==> src/rtl/pwmt_pkg.sv <==
package pwmt_pkg;
    localparam int ADDR_W = 3;

    typedef enum logic [ADDR_W-1:0] {
        A_CTRL   = 3'd0,
        A_MODE   = 3'd1,
        A_PERIOD = 3'd2,
        A_DUTY   = 3'd3,
        A_COUNT  = 3'd4,
        A_OUTCTL = 3'd5
    } reg_addr_e;
endpackage

==> src/rtl/pwmt_regs.sv <==
module pwmt_regs
    import pwmt_pkg::*;
#(
    parameter int DATA_W  = 32,
    parameter int NUM_DIV = 6,
    localparam int SEL_W  = $clog2(NUM_DIV)
) (
    input  logic              clk,
    input  logic              rst_n,
    input  logic              we_i,
    input  logic [ADDR_W-1:0] addr_i,
    input  logic [DATA_W-1:0] wdata_i,
    input  logic [DATA_W-1:0] cnt_i,
    output logic              run_o,
    output logic [SEL_W-1:0]  sel_o,
    output logic              oe_o,
    output logic [DATA_W-1:0] period_o,
    output logic [DATA_W-1:0] duty_o,
    output logic              cnt_wr_o,
    output logic              restart_o,
    output logic [DATA_W-1:0] rdata_o
);
    localparam logic [SEL_W-1:0] MAX_SEL = SEL_W'(NUM_DIV - 1);

    typedef struct packed {
        logic              run;
        logic [SEL_W-1:0]  sel;
        logic              oe;
        logic [DATA_W-1:0] period;
        logic [DATA_W-1:0] duty;
        logic [DATA_W-1:0] rdata;
    } regs_t;

    regs_t r_d, r_q;
    logic [SEL_W-1:0] sel_req;

    always_comb begin
        r_d       = r_q;
        cnt_wr_o  = 1'b0;
        restart_o = 1'b0;
        sel_req   = (wdata_i[SEL_W-1:0] > MAX_SEL) ? MAX_SEL : wdata_i[SEL_W-1:0];
        if (we_i) begin
            case (addr_i)
                A_CTRL: begin
                    r_d.run   = wdata_i[0];
                    restart_o = wdata_i[0] & ~r_q.run;
                end
                A_MODE:   if (!r_q.run) r_d.sel = sel_req;
                A_PERIOD: r_d.period = wdata_i;
                A_DUTY:   r_d.duty = wdata_i;
                A_COUNT:  cnt_wr_o = 1'b1;
                A_OUTCTL: r_d.oe = wdata_i[0];
                default:  ;
            endcase
        end
        case (addr_i)
            A_CTRL:   r_d.rdata = DATA_W'(r_q.run);
            A_MODE:   r_d.rdata = DATA_W'(r_q.sel);
            A_PERIOD: r_d.rdata = r_q.period;
            A_DUTY:   r_d.rdata = r_q.duty;
            A_COUNT:  r_d.rdata = cnt_i;
            A_OUTCTL: r_d.rdata = DATA_W'(r_q.oe);
            default:  r_d.rdata = '0;
        endcase
    end

    always_ff @(posedge clk or negedge rst_n) begin
        if (!rst_n) r_q <= '0;
        else        r_q <= r_d;
    end

    assign run_o    = r_q.run;
    assign sel_o    = r_q.sel;
    assign oe_o     = r_q.oe;
    assign period_o = r_q.period;
    assign duty_o   = r_q.duty;
    assign rdata_o  = r_q.rdata;
endmodule

==> src/rtl/pwmt_prescale.sv <==
module pwmt_prescale #(
    parameter int NUM_DIV = 6,
    localparam int SEL_W  = $clog2(NUM_DIV),
    localparam int PC_W   = 2 * (NUM_DIV - 1),
    localparam int N_SEL  = 2 ** SEL_W
) (
    input  logic             clk,
    input  logic             rst_n,
    input  logic             run_i,
    input  logic             restart_i,
    input  logic [SEL_W-1:0] sel_i,
    output logic             tick_o
);
    typedef struct packed {
        logic [PC_W-1:0] pcnt;
    } pre_t;

    pre_t p_d, p_q;
    logic [PC_W-1:0] lim [N_SEL];

    for (genvar g = 0; g < N_SEL; g++) begin : g_lim
        localparam int E = (g < NUM_DIV) ? g : NUM_DIV - 1;
        assign lim[g] = PC_W'((64'd1 << (2 * E)) - 64'd1);
    end

    always_comb begin
        p_d    = p_q;
        tick_o = run_i && (p_q.pcnt == lim[sel_i]);
        if (restart_i)   p_d.pcnt = '0;
        else if (tick_o) p_d.pcnt = '0;
        else if (run_i)  p_d.pcnt = p_q.pcnt + PC_W'(1);
    end

    always_ff @(posedge clk or negedge rst_n) begin
        if (!rst_n) p_q <= '0;
        else        p_q <= p_d;
    end
endmodule

==> src/rtl/pwmt_counter.sv <==
module pwmt_counter #(
    parameter int DATA_W = 32
) (
    input  logic              clk,
    input  logic              rst_n,
    input  logic              tick_i,
    input  logic [DATA_W-1:0] period_i,
    input  logic              wr_i,
    input  logic [DATA_W-1:0] wr_val_i,
    output logic [DATA_W-1:0] cnt_o
);
    typedef struct packed {
        logic [DATA_W-1:0] cnt;
    } ctr_t;

    ctr_t c_d, c_q;

    always_comb begin
        c_d = c_q;
        if (wr_i)
            c_d.cnt = wr_val_i;
        else if (tick_i)
            c_d.cnt = (c_q.cnt >= period_i) ? '0 : c_q.cnt + DATA_W'(1);
    end

    always_ff @(posedge clk or negedge rst_n) begin
        if (!rst_n) c_q <= '0;
        else        c_q <= c_d;
    end

    assign cnt_o = c_q.cnt;
endmodule

==> src/rtl/pwm_timer_chan.sv <==
module pwm_timer_chan
    import pwmt_pkg::*;
#(
    parameter int DATA_W  = 32,
    parameter int NUM_DIV = 6,
    localparam int SEL_W  = $clog2(NUM_DIV)
) (
    input  logic              clk,
    input  logic              rst_n,
    input  logic              we_i,
    input  logic [2:0]        addr_i,
    input  logic [DATA_W-1:0] wdata_i,
    output logic [DATA_W-1:0] rdata_o,
    output logic              pwm_o
);
    logic              run, oe, tick, cnt_wr, restart;
    logic [SEL_W-1:0]  sel;
    logic [DATA_W-1:0] period, duty, cnt;

    pwmt_regs #(.DATA_W(DATA_W), .NUM_DIV(NUM_DIV)) u_regs (
        .clk(clk), .rst_n(rst_n), .we_i(we_i), .addr_i(addr_i),
        .wdata_i(wdata_i), .cnt_i(cnt), .run_o(run), .sel_o(sel),
        .oe_o(oe), .period_o(period), .duty_o(duty), .cnt_wr_o(cnt_wr),
        .restart_o(restart), .rdata_o(rdata_o)
    );

    pwmt_prescale #(.NUM_DIV(NUM_DIV)) u_pre (
        .clk(clk), .rst_n(rst_n), .run_i(run), .restart_i(restart),
        .sel_i(sel), .tick_o(tick)
    );

    pwmt_counter #(.DATA_W(DATA_W)) u_ctr (
        .clk(clk), .rst_n(rst_n), .tick_i(tick), .period_i(period),
        .wr_i(cnt_wr), .wr_val_i(wdata_i), .cnt_o(cnt)
    );

    assign pwm_o = run && oe && (cnt < duty);
endmodule

==> config.mk <==
export PLATFORM = sky130hd
export DESIGN_NAME = pwm_timer_chan
export DESIGN_NICKNAME = d
export VERILOG_FILES = /design/src/rtl/pwmt_pkg.sv /design/src/rtl/pwmt_regs.sv /design/src/rtl/pwmt_prescale.sv /design/src/rtl/pwmt_counter.sv /design/src/rtl/pwm_timer_chan.sv
export SDC_FILE = /design/constraint.sdc
export NUM_CORES = 1
export LEC_CHECK = 0
export ABC_CLOCK_PERIOD_IN_PS = 4850
export CAP_MARGIN = 10
export CORE_AREA = 3 3 133 135
export DETAILED_ROUTE_END_ITERATION = 12
export DIE_AREA = 0 0 136 138
export PLACE_DENSITY = 0.67
export SLEW_MARGIN = 20
export SYNTH_ARGS = -nofsm -noshare
export SYNTH_HDL_FRONTEND = slang
export SYNTH_SLANG_ARGS = --single-unit
==> constraint.sdc <==
create_clock -name clk -period 4.85 [get_ports clk]
set_input_delay 1.455 -clock clk [delete_from_list [all_inputs] [get_ports clk]]
set_output_delay 1.455 -clock clk [all_outputs]
set_load 0.02 [all_outputs]
After elaboration in Yosys (flattened, before gate mapping)
Memories as Yosys holds them, arrays and structs flattened.
Cells that the tools add are included.
{ "totals": {"mem_bits_ro": 80, "word_cells": 49, "ff_bits": 143, "inputBits": 38, "memories": 1} }
{ "op_classes": {"n_eq_ne": 6, "order_cmp": 4, "n_bitwise": 3, "reduce_logical": 11, "add_sub_neg": 2, "n_mux": 14} }
{ "mem_list": {"columns": ["memory", "words", "word_bits", "read_ports", "rd_clocked_by_memory_dff", "wr", "line", "rtl"], "rows": [
  ["(name not given)", 8, 10, 1, 0, 0, "pwmt_prescale.sv:28", "tick_o = run_i && (p_q.pcnt == lim[sel_i]);"]
]} }
{ "op_table": {"columns": ["op", "count"], "rows": [
  ["32-bit case mux with 6 select lines", 1],
  ["32-bit 2-to-1 mux", 3],
  ["10-bit 2-to-1 mux", 5],
  ["32-bit by 1-bit adder with 32-bit output, second input constant", 1],
  ["32-bit >= comparator", 1],
  ["32-bit < comparator", 1],
  ["10-bit by 1-bit adder with 10-bit output, second input constant", 1],
  ["10-bit equality test", 1],
  ["2-bit AND reduction", 4],
  ["3-bit by 2-bit equality test with 1-bit output, second input constant", 2],
  ["3-bit equality test, second input constant", 2],
  ["4-bit >= comparator, second input constant", 1],
  ["1-bit 2-to-1 mux", 4],
  ["3-bit inverter with 4-bit output", 1],
  ["3-bit by 1-bit equality test with 1-bit output, second input constant", 1],
  ["3-bit > comparator, second input constant", 1],
  ["1-bit logical AND", 3],
  ["3-bit logical NOT", 1],
  ["3-bit 2-to-1 mux", 1],
  ["3-bit AND reduction", 1],
  ["3-bit nonzero test", 1],
  ["2-bit nonzero test", 1],
  ["1-bit AND", 1],
  ["1-bit inverter", 1]
]} }

Depth between registers and ports, before layout
Gate-level depths: netlist of the first run.
{ "depth": {"word_depth": 8, "mapped_depth": 11, "mapped_depth_nobuf": 9} }

Modules after synthesis
From an unflattened synthesis of the first run, not the netlist that was laid out.
{ "hier_totals": {"cells_unflattened": 847, "area_unflattened_um2": 8762.2} }
{ "modules_own_cells": {"columns": ["mod", "n_inst", "cells_each", "seq_area_each_um2", "area_per_inst_um2"], "rows": [
  ["pwmt_regs", 1, 311, 2527.4, 4309.1],
  ["pwmt_counter", 1, 353, 800.8, 2959.1],
  ["pwm_timer_chan", 1, 111, 0.0, 785.8],
  ["pwmt_prescale", 1, 72, 250.2, 708.2]
]} }

Worst setup path before layout of the first run
No wires, ideal clock.
{ "synth_timing": {"kind": "flip-flop to output port", "startpoint": "reg u_ctr.c_q, in the netlist u_ctr.cnt_o[1]", "endpoint": "out pwm_o", "arrival_ps": 2168, "stages_incl_launch_ff": 8, "slack_ps": 1227, "path_buffers": 0, "cell_sequence": "dfrtp_1 ha_1 a21o_1 a211o_1 a311o_1 a221oi_1 o211ai_1 a21oi_1"} }
{ "synth_between": {"elab_chain_cells": 2} }
{ "synth_rtl": {"columns": ["item", "line", "rtl"], "rows": [
  ["start, declared", "pwmt_counter.sv:16", "ctr_t c_d, c_q;"],
  ["start signal, assigned", "pwmt_counter.sv:27", "if (!rst_n) c_q <= '0;"],
  ["start signal, assigned", "pwmt_counter.sv:28", "else c_q <= c_d;"],
  ["32-bit < comparator", "pwm_timer_chan.sv:37", "assign pwm_o = run && oe && (cnt < duty);"],
  ["1-bit logical AND", "pwm_timer_chan.sv:37", null],
  ["end, declared", "pwm_timer_chan.sv:14", "output logic pwm_o"]
]} }
No other way between the ends.

Worst setup path after layout of the first run
Ends and elaborated chain as after synthesis.

==> summary.txt, run 1 <==
Clock tree
  • CTS tree: done
  • Num CTS Buffers: 17
  • Post-CTS Setup Bufs: 0
  • Htree depth: 4
  • Post_cts resized: 1
  • Clk buf depth: 2
  • Root Buffer: clkbuf_16
  • Skew-Pair Late Insertion Delay: 420 ps
  • Hold buffers post-CTS: 0
  • CTS Sinks: 143
  • Clock-pin slew on the worst setup and hold paths: 60 ps

Detailed routing
  • Post-Route WL: 20400 um
  • Via density per instance: 5.74
  • Routed len/inst: 17.7 um
  • # DRC: 0
  • Vias: 6644
  • Post-DRT Antenna Nets: 0
  • Drt pass-1 iters: 5
  • DRT iter0 DRCs: 378

Global routing
  • Pin count of the biggest net entering global routing: 86
  • Overall routing resource usage: 22.6%
  • Vias in the first global route: 6553
  • GRT overflow: 0
  • Initial antenna violation count: 0
  • First-pass GRT wire length: 34000 um

Logic synthesis
  • Synthesized flop and latch total: 143
  • Ys Warns: 0
  • Netlist Area Pre-Place: 0.00820 mm2
  • Post-synth top area share: 43.6%
  • Yosys cell types: 59
  • Synth cell count leaders: dfrtp_1, o21ai_0, nand2_1
  • Post-synth EDFFs: 0
  • Largest cells by area after synthesis: dfrtp_1, ha_1, o21ai_0, mux2_2, nand2_1
  • Leading cell type by number of instances after synthesis: dfrtp_1
  • Avg Cell Area, Syn: 9.48 um2
  • Syn Inst Count: 865
  • Yosys top cell by area: dfrtp_1
  • Dominant synthesized flop cell: dfrtp_1
  • Seq/Total Area, Yosys: 43.6%
  • Synthesized Nets: 968
  • Synth async-reset ratio: 100%

Layout
  • Area grow syn2layout: 18.2%
  • Nets: 1029
  • Ant diodes: 0
  • Area of the multi-input gates: 0.00415 mm2
  • Layout cells sized above 1: 10.9%
  • Final instance count without filler cells: 1157
  • FILL cells: 1455
  • Register area: 0.00358 mm2

Power and ir drop
  • Pwr Total: 0.00439 W
  • Seq pwr share: 40.9%
  • PwrDens: 452 mW/mm2
  • Clock share of power: 29.2%
  • Peak VDD IR: 268 uV
  • Internal: 0.00289 W
  • Comb power frac: 29.9%
  • Net Sw Frac: 34.0%
  • Lkg Pwr: 4.36 nW
  • Switching power: 0.00149 W

Worst setup path
  • Crit end category: output pin
  • Worst EP arrival: 3270 ps
  • CP max FO: 7
  • Setup Crit Path Kind: flop to output pin
  • CP required: 3390 ps
  • Crit start category: flop

Floorplan
  • IO Pins: 71
  • Die height: 138 um
  • Initial Utilization: 49.5%
  • CORE AREA: 0.0166 mm2
  • DIE AREA: 0.0188 mm2
  • FP Rows: 47
  • Die Width: 136 um

Placed design
  • Setup WS pre-CTS: 435 ps
  • DPL Wire Length: 13700 um
  • GPL Wtd Cong: 0.845
  • Placed Cells: 1127
  • Port buffer count: 70

Timing
  • Tcrit/Tclk final: 97.4%
  • Worst slew pin tran: 996 ps
  • Hold_ws: 503 ps
  • RSZ-0062 raised after global routing: no
  • Slew headroom: 33.6%
  • Fmax: 0.212 GHz
  • Final setup vio count: 0
  • Final worst path period need: 4720 ps
  • Hold Fails Final Rpt: 0
  • Skew final: 4.99 ps
  • Final WS setup: 126 ps
  • Slew Limit Fails: 0
  • Setup TNS: 0 ps

Run status
  • Outcome: finished clean

Flow run
  • Max cap viols: 0

Worst hold path
  • Worst min path class: flop to flop
==> layer usage <==
metal	wire length [um]	track usage, %
met1	9390	32.0
met2	9670	35.3
met3	1000	4.07
met4	369	7.37
met5	0	0
==> power by group through the flow <==
stage / Clock [W] / Sequential, W / Combinational, W
after CTS: 0.00131 / 0.00179 / 0.00132
after global routing: 0.00136 / 0.00184 / 0.00150
after global placement: 0 / 0.00180 / 0.00128
after floorplan: 0 / 0.00176 / 0.000881
final: 0.00128 / 0.00180 / 0.00131
after detailed placement: 0 / 0.00181 / 0.00130
==> flip-flops by register name, summed over array words and instances, names as in the netlist <==
name,count
u_ctr.cnt_o,32
u_regs.duty_o,32
u_regs.period_o,32
u_regs.rdata_o,32
u_pre.p_q,10
u_regs.sel_o,3
u_regs.oe_o,1
u_regs.run_o,1
==> logic make-up (layout without fill, tap and decap cells) <==
| kind of cell | after synthesis | after routing | synth area share, % |
|---|---|---|---|
| AOI/OAI and AO/OA | 252 | 252 | 19.9 |
| and+or+nand+nor | 244 | 244 | 14.9 |
| DFF | 143 | 143 | 43.6 |
| buffers and inverters | 119 | 191 | 5.99 |
| adders and majority gates | 65 | 65 | 9.91 |
| muxes | 40 | 40 | 5.45 |
| xor gates and xnor gates | 2 | 2 | 0.214 |
==> worst max-delay path: stages, from the launching register on <==
cell and delay, ps:
dfrtp_1 450, ha_1 300, a21o_1 150, a211o_1 280
a311o_1 340, a221oi_2 280, o211ai_1 200, a21oi_1 220
clkdlybuf4s50_1 620
==> final cells by class <==
type / count / area share (%)
Multi-Input combinational cell: 603 / 42.8
Inverter: 77 / 2.98
Clock inverter: 6 / 0.852
Clock buffer: 24 / 5.07
Sequential cell: 143 / 36.9
Tap cell: 220 / 2.84
Timing Repair Buffer: 84 / 8.58
==> layout by cell type (no fill, tap or decap), types with 4 or more instances in the layout <==
master	count
ha_1	65
nor2b_1	4
inv_1	77
and2_1	7
clkbuf_16	17
nand2b_1	8
o21ai_0	103
a21o_1	19
a221o_1	13
a22oi_1	35
a211o_1	4
clkdlybuf4s50_1	69
nor3_2	6
dfrtp_1	143
nand2_1	101
o31a_1	4
buf_4	12
nor3_1	5
mux2_2	37
nor2_1	32
a21oi_1	30
nand3_1	29
clkbuf_8	4
and3_1	14
o22ai_1	5
o211ai_1	7
nand4_1	14
==> path summary, 6_finish.rpt <==
path,startpoint,slack (ps),cells after the start,endpoint
min in group asynchronous,rst_n,1090,1,u_pre.p_q[5]$_DFFE_PN0P_
hold reg to reg,u_regs.duty_o[28]$_DFFE_PN0P_,500,2,u_regs.rdata_o[28]$_DFF_PN0_
setup reg to reg,u_ctr.cnt_o[15]$_DFFE_PN0P_,1400,8,u_ctr.cnt_o[23]$_DFFE_PN0P_
max in group asynchronous,rst_n,2990,2,u_regs.rdata_o[21]$_DFF_PN0_
setup / recovery,u_ctr.cnt_o[1]$_DFFE_PN0P_,130,8,pwm_o
hold / removal,u_regs.duty_o[28]$_DFFE_PN0P_,500,2,u_regs.rdata_o[28]$_DFF_PN0_
==> stage by stage <==
| stage | instance area, um2 | util [%] |
|---|---|---|
| 2_1_floorplan | 8200 | - |
| 3_3_place_gp | 9120 | 55.0 |
| 3_5_place_dp | 9120 | 55.0 |
| 4_1_cts | 9700 | 58.5 |
| 5_1_grt | 9700 | 58.5 |
| 6_report | 9700 | 58.5 |
Note: power is estimated with default switching activity, not from simulation.
==> inputs of run 2 (changes only) <==
Settings changed: CORE_AREA 3 3 133 135 to 3 3 186 97, DIE_AREA 0 0 136 138 to 0 0 189 100, PLACE_DENSITY 0.67 to 0.68.
==> summary.txt, run 2 (synthesized netlist as in run 1, its figures left out) <==
Layout
  • Layout cells sized above 1: 11.5% (was 10.9%)
  • Nets: 1032 (was 1029)
  • Most frequent cells in the layout: dfrtp_1, o21ai_0, nand2_1, inv_1, clkdlybuf4s50_1 (unchanged)
  • Area grow syn2layout: 19.5% (was 18.2%)
  • Commonest non-fill, non-tap cell in the layout: dfrtp_1 (unchanged)
  • Ant diodes: 0 (unchanged)
  • Final instance count without filler cells: 1169 (was 1157)
  • Core Util, Final: 59.8% (was 58.5%)

Clock tree
  • Skew-Pair Late Insertion Delay: 420 ps (about the same)
  • Num CTS Buffers: 17 (unchanged)
  • Clk buf depth: 2 (unchanged)
  • Hold buffers post-CTS: 0 (unchanged)
  • CTS tree: done (unchanged)
  • Clock-pin slew on the worst setup and hold paths: 60 ps (about the same)
  • Htree depth: 4 (unchanged)
  • Root Buffer: clkbuf_16 (unchanged)
  • CTS Sinks: 143 (unchanged)

Global routing
  • Vias in the first global route: 6787 (was 6553)
  • Initial antenna violation count: 0 (unchanged)
  • GRT overflow: 0 (unchanged)
  • First-pass GRT wire length: 35200 um (was 34000 um)
  • Overall routing resource usage: 23.1% (was 22.6%)
  • Pin count of the biggest net entering global routing: 99 (was 86)

Floorplan
  • FP Rows: 33 (was 47)
  • DIE AREA: 0.0189 mm2 (was 0.0188 mm2)
  • Die Width: 189 um (was 136 um)
  • CORE AREA: 0.0164 mm2 (was 0.0166 mm2)
  • IO Pins: 71 (unchanged)
  • Initial Utilization: 50.0% (was 49.5%)
  • Die height: 100 um (was 138 um)

Placed design
  • DPL Wire Length: 14100 um (was 13700 um)
  • GPL Wtd Cong: 0.876 (was 0.845)
  • Placed Cells: 1137 (was 1127)
  • Port buffer count: 70 (unchanged)

Detailed routing
  • # DRC: 0 (unchanged)
  • Routed len/inst: 18.0 um (was 17.7 um)
  • Via density per instance: 5.80 (was 5.74)
  • Drt pass-1 iters: 6 (was 5)
  • Post-Route WL: 21000 um (was 20400 um)
  • Vias: 6777 (was 6644)
  • Post-DRT Antenna Nets: 0 (unchanged)
  • DRT iter0 DRCs: 591 (was 378)

Timing
  • Slew Limit Fails: 0 (unchanged)
  • Final setup vio count: 0 (unchanged)
  • RSZ-0062 raised after global routing: no (unchanged)
  • Tcrit/Tclk final: 91.2% (was 97.4%)
  • Final worst path period need: 4420 ps (was 4720 ps)
  • Skew final: 12.5 ps (was 4.99 ps)
  • Worst slew pin tran: 1010 ps (was 996 ps)
  • Setup TNS: 0 ps (unchanged)
  • Fmax: 0.226 GHz (was 0.212 GHz)
  • Hold Fails Final Rpt: 0 (unchanged)
  • Slew headroom: 32.3% (was 33.6%)

Worst setup path
  • Slowest-stage cell, CP: dfrtp_1 (was clkdlybuf4s50_1)
  • CP max FO: 7 (unchanged)
  • Critical path, cell by cell: ha_1 > a21o_1 > a211o_1 > a311o_1 > a221oi_1 > o211ai_1 > a21oi_1 > dlymetal6s2s_1 (was ha_1 > a21o_1 > a211o_1 > a311o_1 > a221oi_2 > o211ai_1 > a21oi_1 > clkdlybuf4s50_1)
  • Crit start category: flop (unchanged)
  • Delay of the slowest critical-path stage: 460 ps (was 620 ps)
  • CP required: 3390 ps (about the same)
  • Worst EP arrival: 2970 ps (was 3270 ps)
  • Worst Path Buf+Inv: 1 (unchanged)
  • Crit end category: output pin (unchanged)
  • CP delay by family, top: compound AO/OA/AOI/OAI gates (unchanged)
  • Setup Crit Path Kind: flop to output pin (unchanged)

Flow run
  • Max cap viols: 0 (unchanged)

Power and ir drop
  • PwrDens: 469 mW/mm2 (was 452 mW/mm2)
  • Peak VDD IR: 280 uV (was 268 uV)
  • Lkg Pwr: 4.42 nW (was 4.36 nW)

Run status
  • Outcome: finished clean (unchanged)

Worst hold path
  • Worst min path class: flop to flop (unchanged)
run 2: cell type report:
class                   count  area, um2
clock buffers              20        457
clock inverters            12        205
fillers                  1426       6590
inverters                  77        289
multi-input cells         603       4140
flip-flops and latches    143       3580
well taps                 227        284
repair buffers             87        845
run 2: final timing paths:
path,slack [ps],startpoint,depth (start not counted),endpoint
worst max-delay path,430,u_ctr.cnt_o[1]$_DFFE_PN0P_,8,pwm_o
min in group asynchronous,1130,rst_n,1,u_regs.rdata_o[8]$_DFF_PN0_
worst min-delay path,500,u_regs.duty_o[7]$_DFFE_PN0P_,2,u_regs.rdata_o[7]$_DFF_PN0_
worst min register to register,500,u_regs.duty_o[7]$_DFFE_PN0P_,2,u_regs.rdata_o[7]$_DFF_PN0_
max in group asynchronous,2750,rst_n,2,u_regs.period_o[0]$_DFFE_PN0P_
worst max register to register,1260,u_ctr.cnt_o[13]$_DFFE_PN0P_,8,u_ctr.cnt_o[23]$_DFFE_PN0P_
run 2: worst min-delay path, cell delays in order (launching register included):
cell	delay, ps
dfrtp_1	360
nand2_1	50
o21ai_0	60
run 2: what timing repair did:
item	4_1_cts	5_1_grt
setup buffers	0	0
resized for setup	0	1
endpoints found under the setup margin	0	1
run 2: metrics by stage:
step                      area, um2  worst slack [ps]  power (W)  hold WS [ps]
after floorplan                8200              1230    0.00264           466
after global placement         9140               480    0.00307           486
after detailed placement       9140               459    0.00312           492
final                          9800               426    0.00460           500
after CTS                      9800              14.9    0.00461           507
after global routing           9800               281    0.00491           542
run 2: metal layers:
layer	GRT usage [%]	wire length, um
met4	6.35	306
met1	34.2	10400
met3	4.08	1150
met2	35.2	9220
met5	0	0
run 2: power breakdown:
group | internal, W | switching (W)
Clock | 0.000946 | 0.000534
Sequential | 0.00147 | 0.000327
Combinational | 0.000624 | 0.000702
Total | 0.00304 | 0.00156
==> inputs of run 3 (changes only) <==
Settings changed: CORE_AREA 3 3 186 97 to 3 3 192 100, DIE_AREA 0 0 189 100 to 0 0 195 103, PLACE_DENSITY 0.68 to 0.67, RECOVER_POWER set to 50, SYNTH_HIERARCHICAL set to 1.
==> summary.txt, run 3 <==
Run status
  • Outcome: finished with violations (was finished clean)
  • Failing checks: max-capacitance violations, max-slew violations

Logic synthesis
  • Synthesized Nets: 950 (was 968)
  • Main combinational cell family by area after synthesis: simple AND/OR/NAND/NOR gates (was compound AO/OA/AOI/OAI gates)
  • Yosys cell types: 69 (was 59)
  • Leading cell type by number of instances after synthesis: dfrtp_1 (unchanged)
  • Post-synth EDFFs: 0 (unchanged)
  • Post-synthesis simple-gate area fraction: 14.1% (was 14.9%)
  • Multiplexer share of the synthesized area: 13.6% (was 5.45%)
  • Adder and majority gate portion of the synthesized area: 9.28% (was 9.91%)
  • Ys Warns: 6 (was 0)
  • Seq/Total Area, Yosys: 40.8% (was 43.6%)
  • Yosys top cell by area: dfrtp_1 (unchanged)
  • Dominant synthesized flop cell: dfrtp_1 (unchanged)
  • Post-Synth XOR/XNOR Area: 3.70% (was 0.214%)
  • Syn Inst Count: 847 (was 865)
  • Synthesized flop and latch total: 143 (unchanged)
  • Post-synth top area share: 40.8% (was 43.6%)
  • Avg Cell Area, Syn: 10.3 um2 (was 9.48 um2)
  • Synth async-reset ratio: 100% (unchanged)
  • Synth Area in Compound Gates: 12.5% (was 19.9%)
  • Largest cells by area after synthesis: dfrtp_1, ha_1, mux2_1, mux2_4, mux2i_1 (was dfrtp_1, ha_1, o21ai_0, mux2_2, nand2_1)
  • Synth cell count leaders: dfrtp_1, inv_1, nand2_1 (was dfrtp_1, o21ai_0, nand2_1)
  • Netlist Area Pre-Place: 0.00876 mm2 (was 0.00820 mm2)

Layout
  • Area grow syn2layout: 15.5% (was 19.5%)
  • Nets: 1010 (was 1032)
  • Commonest non-fill, non-tap cell in the layout: dfrtp_1 (unchanged)
  • Most frequent cells in the layout: dfrtp_1, inv_1, nand2_1, clkdlybuf4s50_1, ha_1 (was dfrtp_1, o21ai_0, nand2_1, inv_1, clkdlybuf4s50_1)
  • Layout cells sized above 1: 10.9% (was 11.5%)
  • Ant diodes: 0 (unchanged)

Worst setup path
  • Worst Path Buf+Inv: 1 (unchanged)
  • Setup Crit Path Kind: flop to output pin (unchanged)
  • CP delay by family, top: compound AO/OA/AOI/OAI gates (unchanged)
  • Reg2reg end: u_ctr/cnt_o[29]$_DFFE_PN0P_ (was u_ctr.cnt_o[23]$_DFFE_PN0P_)
  • CP max FO: 9 (was 7)
  • CP required: 3390 ps (about the same)
  • Worst EP arrival: 2950 ps (was 2970 ps)
  • Crit start category: flop (unchanged)
  • Critical path, cell by cell: ha_1 > a211o_1 > a31oi_1 > o311ai_1 > a211o_1 > a21oi_2 > clkdlybuf4s50_1 (was ha_1 > a21o_1 > a211o_1 > a311o_1 > a221oi_1 > o211ai_1 > a21oi_1 > dlymetal6s2s_1)
  • Delay of the slowest critical-path stage: 620 ps (was 460 ps)
  • Register-to-register setup slack: 1590 ps (was 1260 ps)
  • Slowest-stage cell, CP: clkdlybuf4s50_1 (was dfrtp_1)
  • Crit path top cell by count: a211o_1
  • RR Startpoint: u_ctr/cnt_o[25]$_DFFE_PN0P_ (was u_ctr.cnt_o[13]$_DFFE_PN0P_)
  • R2r worst-path depth: 7 (was 8)
  • Crit end category: output pin (unchanged)

Power and ir drop
  • Internal: 0.00277 W (was 0.00304 W)
  • Pwr Total: 0.00425 W (was 0.00460 W)
  • Comb power frac: 29.3% (was 28.8%)
  • Seq pwr share: 41.7% (was 39.0%)
  • Lkg Pwr: 4.51 nW (was 4.42 nW)
  • Switching power: 0.00149 W (was 0.00156 W)
  • Peak VDD IR: 261 uV (was 280 uV)
  • PwrDens: 420 mW/mm2 (was 469 mW/mm2)
  • Net Sw Frac: 34.9% (was 34.0%)
  • Clock share of power: 29.1% (was 32.2%)

Clock tree
  • CTS Sinks: 143 (unchanged)
  • Clock-pin slew on the worst setup and hold paths: 60 ps (about the same)
  • Htree depth: 4 (unchanged)
  • Skew-Pair Late Insertion Delay: 420 ps (about the same)
  • Clk buf depth: 2 (unchanged)
  • Post_cts resized: 0 (unchanged)
  • Num CTS Buffers: 17 (unchanged)
  • Root Buffer: clkbuf_16 (unchanged)
  • CTS tree: done (unchanged)
  • Hold buffers post-CTS: 0 (unchanged)
  • Post-CTS Setup Bufs: 0 (unchanged)

Detailed routing
  • Via density per instance: 5.76 (was 5.80)
  • # DRC: 0 (unchanged)
  • Drt pass-1 iters: 5 (was 6)
  • DRT iter0 DRCs: 388 (was 591)
  • Post-DRT Antenna Nets: 0 (unchanged)
  • Post-Route WL: 21800 um (was 21000 um)
  • Vias: 6641 (was 6777)
  • Routed len/inst: 18.9 um (was 18.0 um)

Placed design
  • Port buffer count: 70 (unchanged)
  • DPL Wire Length: 14800 um (was 14100 um)
  • GPL Wtd Cong: 0.871 (was 0.876)

Global routing
  • Vias in the first global route: 6478 (was 6787)
  • First-pass GRT wire length: 35700 um (was 35200 um)
  • Initial antenna violation count: 0 (unchanged)
  • Overall routing resource usage: 22.4% (was 23.1%)
  • GRT overflow: 0 (unchanged)
  • Pin count of the biggest net entering global routing: 92 (was 99)

Floorplan
  • CORE AREA: 0.0174 mm2 (was 0.0164 mm2)
  • DIE AREA: 0.0201 mm2 (was 0.0189 mm2)
  • FP Rows: 34 (was 33)
  • Initial Utilization: 50.2% (was 50.0%)
  • Die Width: 195 um (was 189 um)
  • IO Pins: 71 (unchanged)
  • Die height: 103 um (was 100 um)

Timing
  • RSZ-0062 raised after global routing: no (unchanged)
  • Fmax: 0.227 GHz (was 0.226 GHz)
  • Hold Fails Final Rpt: 0 (unchanged)
  • Tcrit/Tclk final: 90.9% (was 91.2%)
  • Slew Limit Fails: 116 (was 0)
  • Slew headroom: -57.5% (was 32.3%)
  • Final setup vio count: 0 (unchanged)
  • Worst slew pin tran: 2360 ps (was 1010 ps)
  • Hold_ws: 516 ps (was 500 ps)
  • Setup TNS: 0 ps (unchanged)
  • Skew final: 12.0 ps (was 12.5 ps)
  • Final worst path period need: 4410 ps (was 4420 ps)

Flow run
  • Max cap viols: 2 (was 0)

Worst hold path
  • Worst min path class: flop to flop (unchanged)
  • Hold EP: u_regs/duty_o[6]$_DFFE_PN0P_ (was u_regs.rdata_o[7]$_DFF_PN0_)
  • Hold Crit Start: u_regs/duty_o[6]$_DFFE_PN0P_ (was u_regs.duty_o[7]$_DFFE_PN0P_)
  • Worst Hold Depth: 1 (was 2)
run 3: how the worst max path moves through the flow:
stage / from / to / slack, ps / depth (start not counted)
finish: u_ctr/cnt_o[2]$_DFFE_PN0P_ / pwm_o / 440 / 7
detailed placement: u_ctr/cnt_o[2]$_DFFE_PN0P_ / pwm_o / 890 / 7
CTS: u_ctr/cnt_o[2]$_DFFE_PN0P_ / pwm_o / 440 / 7
global placement: u_ctr/cnt_o[2]$_DFFE_PN0P_ / pwm_o / 930 / 7
global route: rst_n / u_regs/rdata_o[30]$_DFF_PN0_ / 200 / 2
floorplan: addr_i[2] / u_ctr/cnt_o[21]$_DFFE_PN0P_ / 1370 / 12
run 3: logic make-up after synthesis:
| kind of cell | Yosys count |
|---|---|
| AND/OR/NAND/NOR | 222 |
| AO/OA/AOI/OAI | 166 |
| flip-flops | 143 |
| buffers and inverters | 113 |
| multiplexers | 101 |
| adder cells (fa/ha/maj) | 65 |
| XOR/XNOR | 37 |
run 3: cell type report:
| type | instances | area (um2) |
|---|---|---|
| Tap cell | 234 | 293 |
| Clock inverter | 13 | 118 |
| Clock buffer | 18 | 429 |
| Multi-Input combinational cell | 591 | 4660 |
| Fill cell | 1487 | 7320 |
| Timing Repair Buffer | 82 | 769 |
| Sequential cell | 143 | 3580 |
| Inverter | 72 | 270 |
run 3: layer usage:
| layer | wire [um] | track usage, % | up-vias | part of all wire (%) |
|---|---|---|---|---|
| li1 | - | - | 3150 | - |
| met1 | 11100 | 33.0 | 3352 | 51 |
| met2 | 9630 | 35.0 | 123 | 44 |
| met3 | 872 | 4.11 | 16 | 4.0 |
| met4 | 187 | 4.43 | 0 | 0.86 |
| met5 | 0 | 0 | - | 0 |
run 3: power groups by stage:
stage	Sequential [W]	Combinational, W	Clock, W
detailed placement	0.00179	0.00124	0
global placement	0.00177	0.00120	0
finish	0.00177	0.00124	0.00123
CTS	0.00177	0.00125	0.00125
global route	0.00182	0.00140	0.00132
floorplan	0.00171	0.000905	0
run 3: per-stage QoR:
stage,setup WS (ps),cell area (um2),utilization [%],instances
4_1_cts,437,10200,58.2,1153
5_1_grt,203,10100,58.0,1153
6_report,441,10100,58.0,1153
3_5_place_dp,887,9610,55.1,1122
2_1_floorplan,1370,8760,-,847
3_3_place_gp,931,9610,55.1,1122
run 3: worst reg2reg max path, cell delays in order (launching register included):
cell and delay [ps]:
dfrtp_1 510, ha_1 360, nand4_1 130, nor4_1 460
nand2_1 230, a31oi_2 830, or2_1 470, o21ai_1 130
